File: config.mk
export PLATFORM = sky130hd
export DESIGN_NAME = dma_bw_throttle
export DESIGN_NICKNAME = d
export VERILOG_FILES = /design/src/rtl/bwt_pkg.sv /design/src/rtl/bwt_startup_tracker.sv /design/src/rtl/bwt_stall_counter.sv /design/src/rtl/dma_bw_throttle.sv
export SDC_FILE = /design/constraint.sdc
export NUM_CORES = 1
export LEC_CHECK = 0
export BUFFER_PORTS_ARGS = -buffer_cell sky130_fd_sc_hd__buf_4
export CORE_AREA = 2 2 39 41
export CTS_BUF_LIST = sky130_fd_sc_hd__clkbuf_8 sky130_fd_sc_hd__clkbuf_16
export CTS_CLUSTER_SIZE = 28
export DETAILED_ROUTE_END_ITERATION = 8
export DIE_AREA = 0 0 41 43
export SLEW_MARGIN = 10
export SYNTH_ARGS = -nofsm -noshare
export SYNTH_HDL_FRONTEND = slang
export SYNTH_SLANG_ARGS = --single-unit
File: constraint.sdc
create_clock -name clk -period 3.5 [get_ports clk]
set_clock_uncertainty 0.05 [all_clocks]
set_input_delay 0.7 -clock clk [delete_from_list [all_inputs] [get_ports clk]]
set_output_delay 0.7 -clock clk [all_outputs]
set_load 0.03 [all_outputs]
File: src/rtl/bwt_pkg.sv
package bwt_pkg;

  typedef enum logic [1:0] {
    BW_OFF   = 2'b00,
    BW_RSV   = 2'b01,
    BW_SHORT = 2'b10,
    BW_LONG  = 2'b11
  } bw_code_e;

  // Idle cycles demanded by a code; the reserved code maps to none.
  function automatic int unsigned stall_len(input bw_code_e code,
                                            input int unsigned short_n,
                                            input int unsigned long_n);
    case (code)
      BW_SHORT: stall_len = short_n;
      BW_LONG:  stall_len = long_n;
      default:  stall_len = 0;
    endcase
  endfunction

endpackage

File: src/rtl/bwt_startup_tracker.sv
module bwt_startup_tracker #(
  parameter int unsigned EXEMPT_N = 2
) (
  input  logic clk,
  input  logic rst,
  input  logic loop_start,
  input  logic acc_done,
  output logic exempt
);
  localparam int unsigned IDX_W = $clog2(EXEMPT_N + 1);

  logic [IDX_W-1:0] idx;

  assign exempt = (idx < IDX_W'(EXEMPT_N));

  always_ff @(posedge clk) begin
    if (rst || loop_start)
      idx <= '0;
    else if (acc_done && exempt)
      idx <= idx + 1'b1;
  end

  // the access count saturates at the exemption limit.
  a_r6_idx_bounded: assert property (@(posedge clk) disable iff (rst)
    idx <= IDX_W'(EXEMPT_N));

  // a loop start reopens the startup window.
  a_r8_window_reset: assert property (@(posedge clk) disable iff (rst)
    loop_start |=> exempt);

endmodule

File: src/rtl/bwt_stall_counter.sv
module bwt_stall_counter #(
  parameter int unsigned CNT_W = 4
) (
  input  logic             clk,
  input  logic             rst,
  input  logic             clr,
  input  logic             load,
  input  logic [CNT_W-1:0] load_val,
  output logic             issue_ok
);
  logic [CNT_W-1:0] cnt;
  logic [CNT_W-1:0] cnt_nxt;

  always_comb begin
    if (clr)
      cnt_nxt = '0;
    else if (load)
      cnt_nxt = load_val;
    else if (cnt != '0)
      cnt_nxt = cnt - 1'b1;
    else
      cnt_nxt = cnt;
  end

  always_ff @(posedge clk) begin
    if (rst) begin
      cnt      <= '0;
      issue_ok <= 1'b1;
    end else begin
      cnt      <= cnt_nxt;
      issue_ok <= (cnt_nxt == '0);
    end
  end

  // with no new event, a pending stall drains by exactly one per cycle.
  a_r4_drain_step: assert property (@(posedge clk) disable iff (rst)
    (cnt != '0 && !clr && !load) |=> (cnt == $past(cnt) - 1'b1));

  // clearing always re-enables issue on the next cycle.
  a_r8_clear_ready: assert property (@(posedge clk) disable iff (rst)
    clr |=> issue_ok);

endmodule

File: src/rtl/dma_bw_throttle.sv
module dma_bw_throttle #(
  parameter int unsigned STALL_SHORT = 4,
  parameter int unsigned STALL_LONG  = 8,
  parameter int unsigned EXEMPT_N    = 2
) (
  input  logic       clk,
  input  logic       rst,
  input  logic [1:0] bw_ctrl,
  input  logic       acc_done,
  input  logic       loop_start,
  input  logic       last_write,
  output logic       issue_ok
);
  import bwt_pkg::*;

  localparam int unsigned CNT_W = $clog2(STALL_LONG + 1);

  logic             exempt;
  logic             load;
  logic [CNT_W-1:0] load_val;
  bw_code_e         code;

  assign code = bw_code_e'(bw_ctrl);
  assign load = acc_done && !loop_start;

  always_comb begin
    if (exempt || last_write)
      load_val = '0;
    else
      load_val = CNT_W'(stall_len(code, STALL_SHORT, STALL_LONG));
  end

  bwt_startup_tracker #(.EXEMPT_N(EXEMPT_N)) u_track (
    .clk        (clk),
    .rst        (rst),
    .loop_start (loop_start),
    .acc_done   (acc_done),
    .exempt     (exempt)
  );

  bwt_stall_counter #(.CNT_W(CNT_W)) u_cnt (
    .clk      (clk),
    .rst      (rst),
    .clr      (loop_start),
    .load     (load),
    .load_val (load_val),
    .issue_ok (issue_ok)
  );

  // codes with a clear upper bit never stall.
  a_r2_no_stall_code: assert property (@(posedge clk) disable iff (rst)
    (acc_done && !bw_ctrl[1]) |=> issue_ok);

  // the final write of a loop never stalls.
  a_r7_last_write: assert property (@(posedge clk) disable iff (rst)
    (acc_done && last_write) |=> issue_ok);

  // accesses inside the startup window never stall.
  a_r6_startup: assert property (@(posedge clk) disable iff (rst)
    (acc_done && exempt) |=> issue_ok);

  // a throttled access under a stalling code holds off issue.
  a_r5_stall_begins: assert property (@(posedge clk) disable iff (rst)
    (acc_done && !loop_start && !exempt && !last_write && bw_ctrl[1]) |=> !issue_ok);

endmodule

After elaboration in Yosys (flattened, before gate mapping)
Cells that the tools add are included.

word-level totals
  flip-flop bits (word level) = 7
  bits of input ports = 7
  output and inout port bits = 1
  word-level logic and storage cells = 20

operators by class
  $add $sub $neg = 2
  order comparisons = 1
  equality and inequality tests = 2
  mux-type cells = 5
  reduce and logical (&&, ||, !) cells = 7

operators by type and width
  operator             number
  $mux 4               4
  $pmux 4 s2           1
  $eq 2x2->1 const B   2
  $logic_not 4->1      1
  $reduce_bool 4->1    1
  $sub 4x1->4 const B  1
  $add 2x1->2 const B  1
  $logic_and 1x1->1    2
  $logic_or 1x1->1     2
  $lt 2x2->1 const B   1
  $logic_not 1->1      1

Depth between registers and ports, before layout
  depth in word-level cells = 6
  gate-level depth with buffers = 7
  depth with buffers taken out = 6

Hierarchy
Synthesis repeated with hierarchy kept, for this count alone.

unflattened totals
  cell total of the unflattened synthesis = 46
  area total of the unflattened synthesis = 422.9 sq um

by module, submodules not included
  module               instances  cells an instance  area an instance (sq um)  seq. area each (sq um)
  bwt_stall_counter    1          34                 304.0                     100.1
  bwt_startup_tracker  1          8                  81.3                      40.0
  dma_bw_throttle      1          4                  37.5                      0.0

Worst setup path after synthesis
No wires, ideal clock.

  path type = input port to flip-flop
  from = input loop_start
  to = register u_cnt.issue_ok
  library setup time = 0.123 ns
  arrival = 1.378 ns
  required time = 3.327 ns
  path slack = 1.949 ns
  cell stages on the path = 3
  path buffers = 0
  cells stage by stage = or3_1 a311oi_1 nor3_1

between the ends
  longest elaborated chain between the ends = 5

RTL lines
  what                  line                     text
  start, declared       dma_bw_throttle.sv:10    input logic loop_start,
  $logic_not 1->1       dma_bw_throttle.sv:24    assign load = acc_done && !loop_start;
  $logic_and 1x1->1     dma_bw_throttle.sv:24
  $mux 4                bwt_stall_counter.sv:17  else if (load)
  $mux 4 (*)            bwt_stall_counter.sv:15  if (clr)
  $logic_not 4->1 (*)   bwt_stall_counter.sv:31  issue_ok <= (cnt_nxt == '0);
  end signal, assigned  bwt_stall_counter.sv:31
  end, declared         bwt_stall_counter.sv:9   output logic issue_ok

Mark *: on every way between the ends. The rest lies on a longest branch, timed or not.
A chain may end at the register's enable or synchronous reset.

Final worst setup path
  from = register u_cnt.cnt[0]
  to = register u_cnt.issue_ok

between the ends
  longest elaborated chain between the ends = 5
  elaborated cells on any way between the ends = 6
  those cells by class = add/sub: 1; mux: 3; reduce/logical: 2

RTL lines
  what                                              line                                              text
  start, declared                                   bwt_stall_counter.sv:11                           logic [CNT_W-1:0] cnt;
  start signal, assigned                            bwt_stall_counter.sv:30                           cnt <= cnt_nxt;
  $sub 4x1->4 or $reduce_bool 4->1 (tied branches)  bwt_stall_counter.sv:20, bwt_stall_counter.sv:19
  $mux 4 (*)                                        bwt_stall_counter.sv:19                           else if (cnt != '0)
  $mux 4 (*)                                        bwt_stall_counter.sv:17
  $mux 4 (*)                                        bwt_stall_counter.sv:15
  $logic_not 4->1 (*)                               bwt_stall_counter.sv:31

Marks and branches as above.

==> run summary <==
fin crit share - 46.35%
synthesized instance count - 36
via count - 282
fin crit period - 1.622 ns
Arr. time, crit path - 1.68 ns
Sequential Power Share - 39.4%
Post-Syn Area - 327.8 um2
Reg2Reg Depth - 5
worst slew pin tran - 0.2210 ns
First-pass DRT Iterations - 4
row cnt - 14
HP Start - u_track.idx[0]
CP delay by family, top - simple AND/OR/NAND/NOR gates
setup bufs post-CTS - 0
CP Launch Type - flip-flop
CTS tree - built
Final Core Density - 31.83%
met1 Use GR - 12.70%
Root Driver - clkbuf_8
layout cells sized above 1 - 23.91%
TNS Setup - 0 ns
routed wire length - 618 um
Core ar. - 1384 um2
initial antenna violation count - 0
most frequent cells in the layout - buf_4 (7), dfxtp_1 (7), nor2_1 (4), nor3_1 (4)
RSZ-0062 raised after global routing - false
Clk Latency, worst-skew pair - 0.23 ns
Slew Limit Headroom - 85.15%
Critical path buffers and inverters - 1
largest net degree at the start of global routing - 7
critical path, cell by cell - inv_1, ha_1, or3b_1, a311oi_1, nor3_1
Filler Cell Count - 148
NetSw - 0.00004433 W
Die W - 41 um
final hold vios - 0
critical path capture point type - flip-flop
crit-path max FO - 5
first-pass GRT wire length - 1.090 mm
number of diodes - 0
hold crit path type - reg -> reg
Max stage delay cell, worst path - or3b_1
Leak - 0.1822 nW
busiest layer in global routing - met1
#FFs+latches synth - 7
vias in the first global route - 266
GRT Total Usage - 9.879%
Synth area leaders - dfxtp_1 (43%), mux2i_1 (6.1%), nor3_1 (6.1%), xnor2_1 (5.3%), nor2_1 (4.6%)
clock sink total - 7
Syn. warnings - 0
antenna viol nets, final - 0
hold_buf cts - 0
combinational fraction of design power - 8.7%
area delta synth->final - 34.35%
PortBufs - 7
Mean Syn Cell Area - 9.106 um2
Critical R2R Launch - u_cnt.cnt[0]
hold-critical path depth - 2
Die Area - 1763 um2
1st-iter DRT viols - 5
dpl hpwl - 455.4 um
met3 usage - 3.141%
internal power - 0.0001679 W
met2 Use GR - 10.94%
fin nets - 55
clk slew on worst S/H paths - 0.04 ns
gpl congestion - 0.7290
# resized after CTS - 0
top-area cell type share of the netlist area - 42.75%
Clk network pwr share - 52.0%
Initial Util - 23.69%
post-synthesis sequential area ratio - 42.75%
drt drc - 0
Vias/cell - 4.548
# IOs - 8
Worst VDD drop - 0.0002668 V
status - completed
Avg WL per Cell - 9.968 um
clk buf depth - 2
Pins Over Slew Limit - 0
global route total overflow - 0
H-tree levels - 1
total CTS buffers - 3
Max Clock Freq - 0.6164 GHz
critical path class - reg -> reg
WP depth - 5
CP startpoint - u_cnt.cnt[0]
Cell Pwr Density - 481.9 nW/um2
Yosys cell types - 21
max-cap check violation count - 0
critical path required time - 3.56 ns
switch share - 20.89%
syn_nets - 44
max incr delay on CP - 0.46 ns
endpoints failing setup - 0
Die Y - 43 um
post-synth top area cell - dfxtp_1
-- cells in the mapped netlist --
cell type / n
a211oi_1: 1
a21oi_1: 1
a311oi_1: 1
buf_2: 1
dfxtp_1: 7
ha_1: 1
inv_1: 2
mux2i_1: 2
nand2_1: 1
nand3_1: 1
nand3b_1: 1
nor2_1: 4
nor2b_1: 1
nor3_1: 4
nor3_2: 1
o211a_1: 1
o21ai_0: 1
o22ai_1: 1
or3_1: 1
or3b_1: 1
xnor2_1: 2
-- power groups by stage --
stage	registers [W]	logic, W	clock network, W
floorplan	0.0000856	0.00000923	0
global placement	0.0000848	0.0000180	0
detailed placement	0.0000848	0.0000184	0
CTS	0.0000836	0.0000185	0.000114
global route	0.0000837	0.0000205	0.000119
finish	0.0000836	0.0000184	0.000110
-- per-layer routing --
layer | share of wire [%] | wire length (um) | vias up
met5 | 0 | 0 | -
met4 | 4.7 | 29 | 0
met3 | 2.8 | 17 | 4
met2 | 42 | 257 | 6
met1 | 51 | 314 | 123
li1 | - | - | 149
-- worst min-delay path, cell delays in order, from the launching register on --
cell and delay (ns):
dfxtp_1 0.31, a21oi_1 0.12, nor3_1 0.05
-- final timing paths --
path,endpoint,slack [ns]
max,u_cnt.issue_ok,1.88
min,u_track.idx[1],0.48
max reg2reg,u_cnt.issue_ok,1.88
min reg2reg,u_track.idx[1],0.48
-- final cells by class --
type,count,area (um2),area share [%]
clock buffer,3,41.29,9.375
clock inverter,1,3.754,0.8523
inverter,2,7.507,1.705
multi-input combinational,26,175.2,39.77
sequential,7,140.1,31.82
tap,16,20.02,4.545
timing repair buffer,7,52.55,11.93
-- cells by family (layout without fill, tap and decap cells) --
kind of cell | Yosys count | in the layout | synth area share, %
and+or+nand+nor | 15 | 15 | 25.19
AOI/OAI and AO/OA | 6 | 6 | 12.98
muxes | 2 | 2 | 6.107
buffers and inverters | 3 | 13 | 3.816
DFF | 7 | 7 | 42.75
xor gates and xnor gates | 2 | 2 | 5.344
adders and majority gates | 1 | 1 | 3.816
-- state kept, by name (all words and copies together) (netlist names) --
name and flops:
u_cnt.cnt 4, u_cnt.issue_ok 1, u_track.idx 2
-- stage by stage --
stage	hold WS, ns	cell area [um2]	setup slack (ns)	std cells	power, W
3_3_place_gp	0.4704	395.4	1.741	58	0.0001029
5_1_grt	0.5186	440.4	1.690	62	0.0002228
2_1_floorplan	0.4433	327.8	1.949	36	0.00009486
3_5_place_dp	0.4827	395.4	1.773	58	0.0001032
6_report	0.4846	440.4	1.878	62	0.0002123
4_1_cts	0.4880	440.4	1.870	62	0.0002158
No activity file was read; power rests on OpenSTA's default activity.
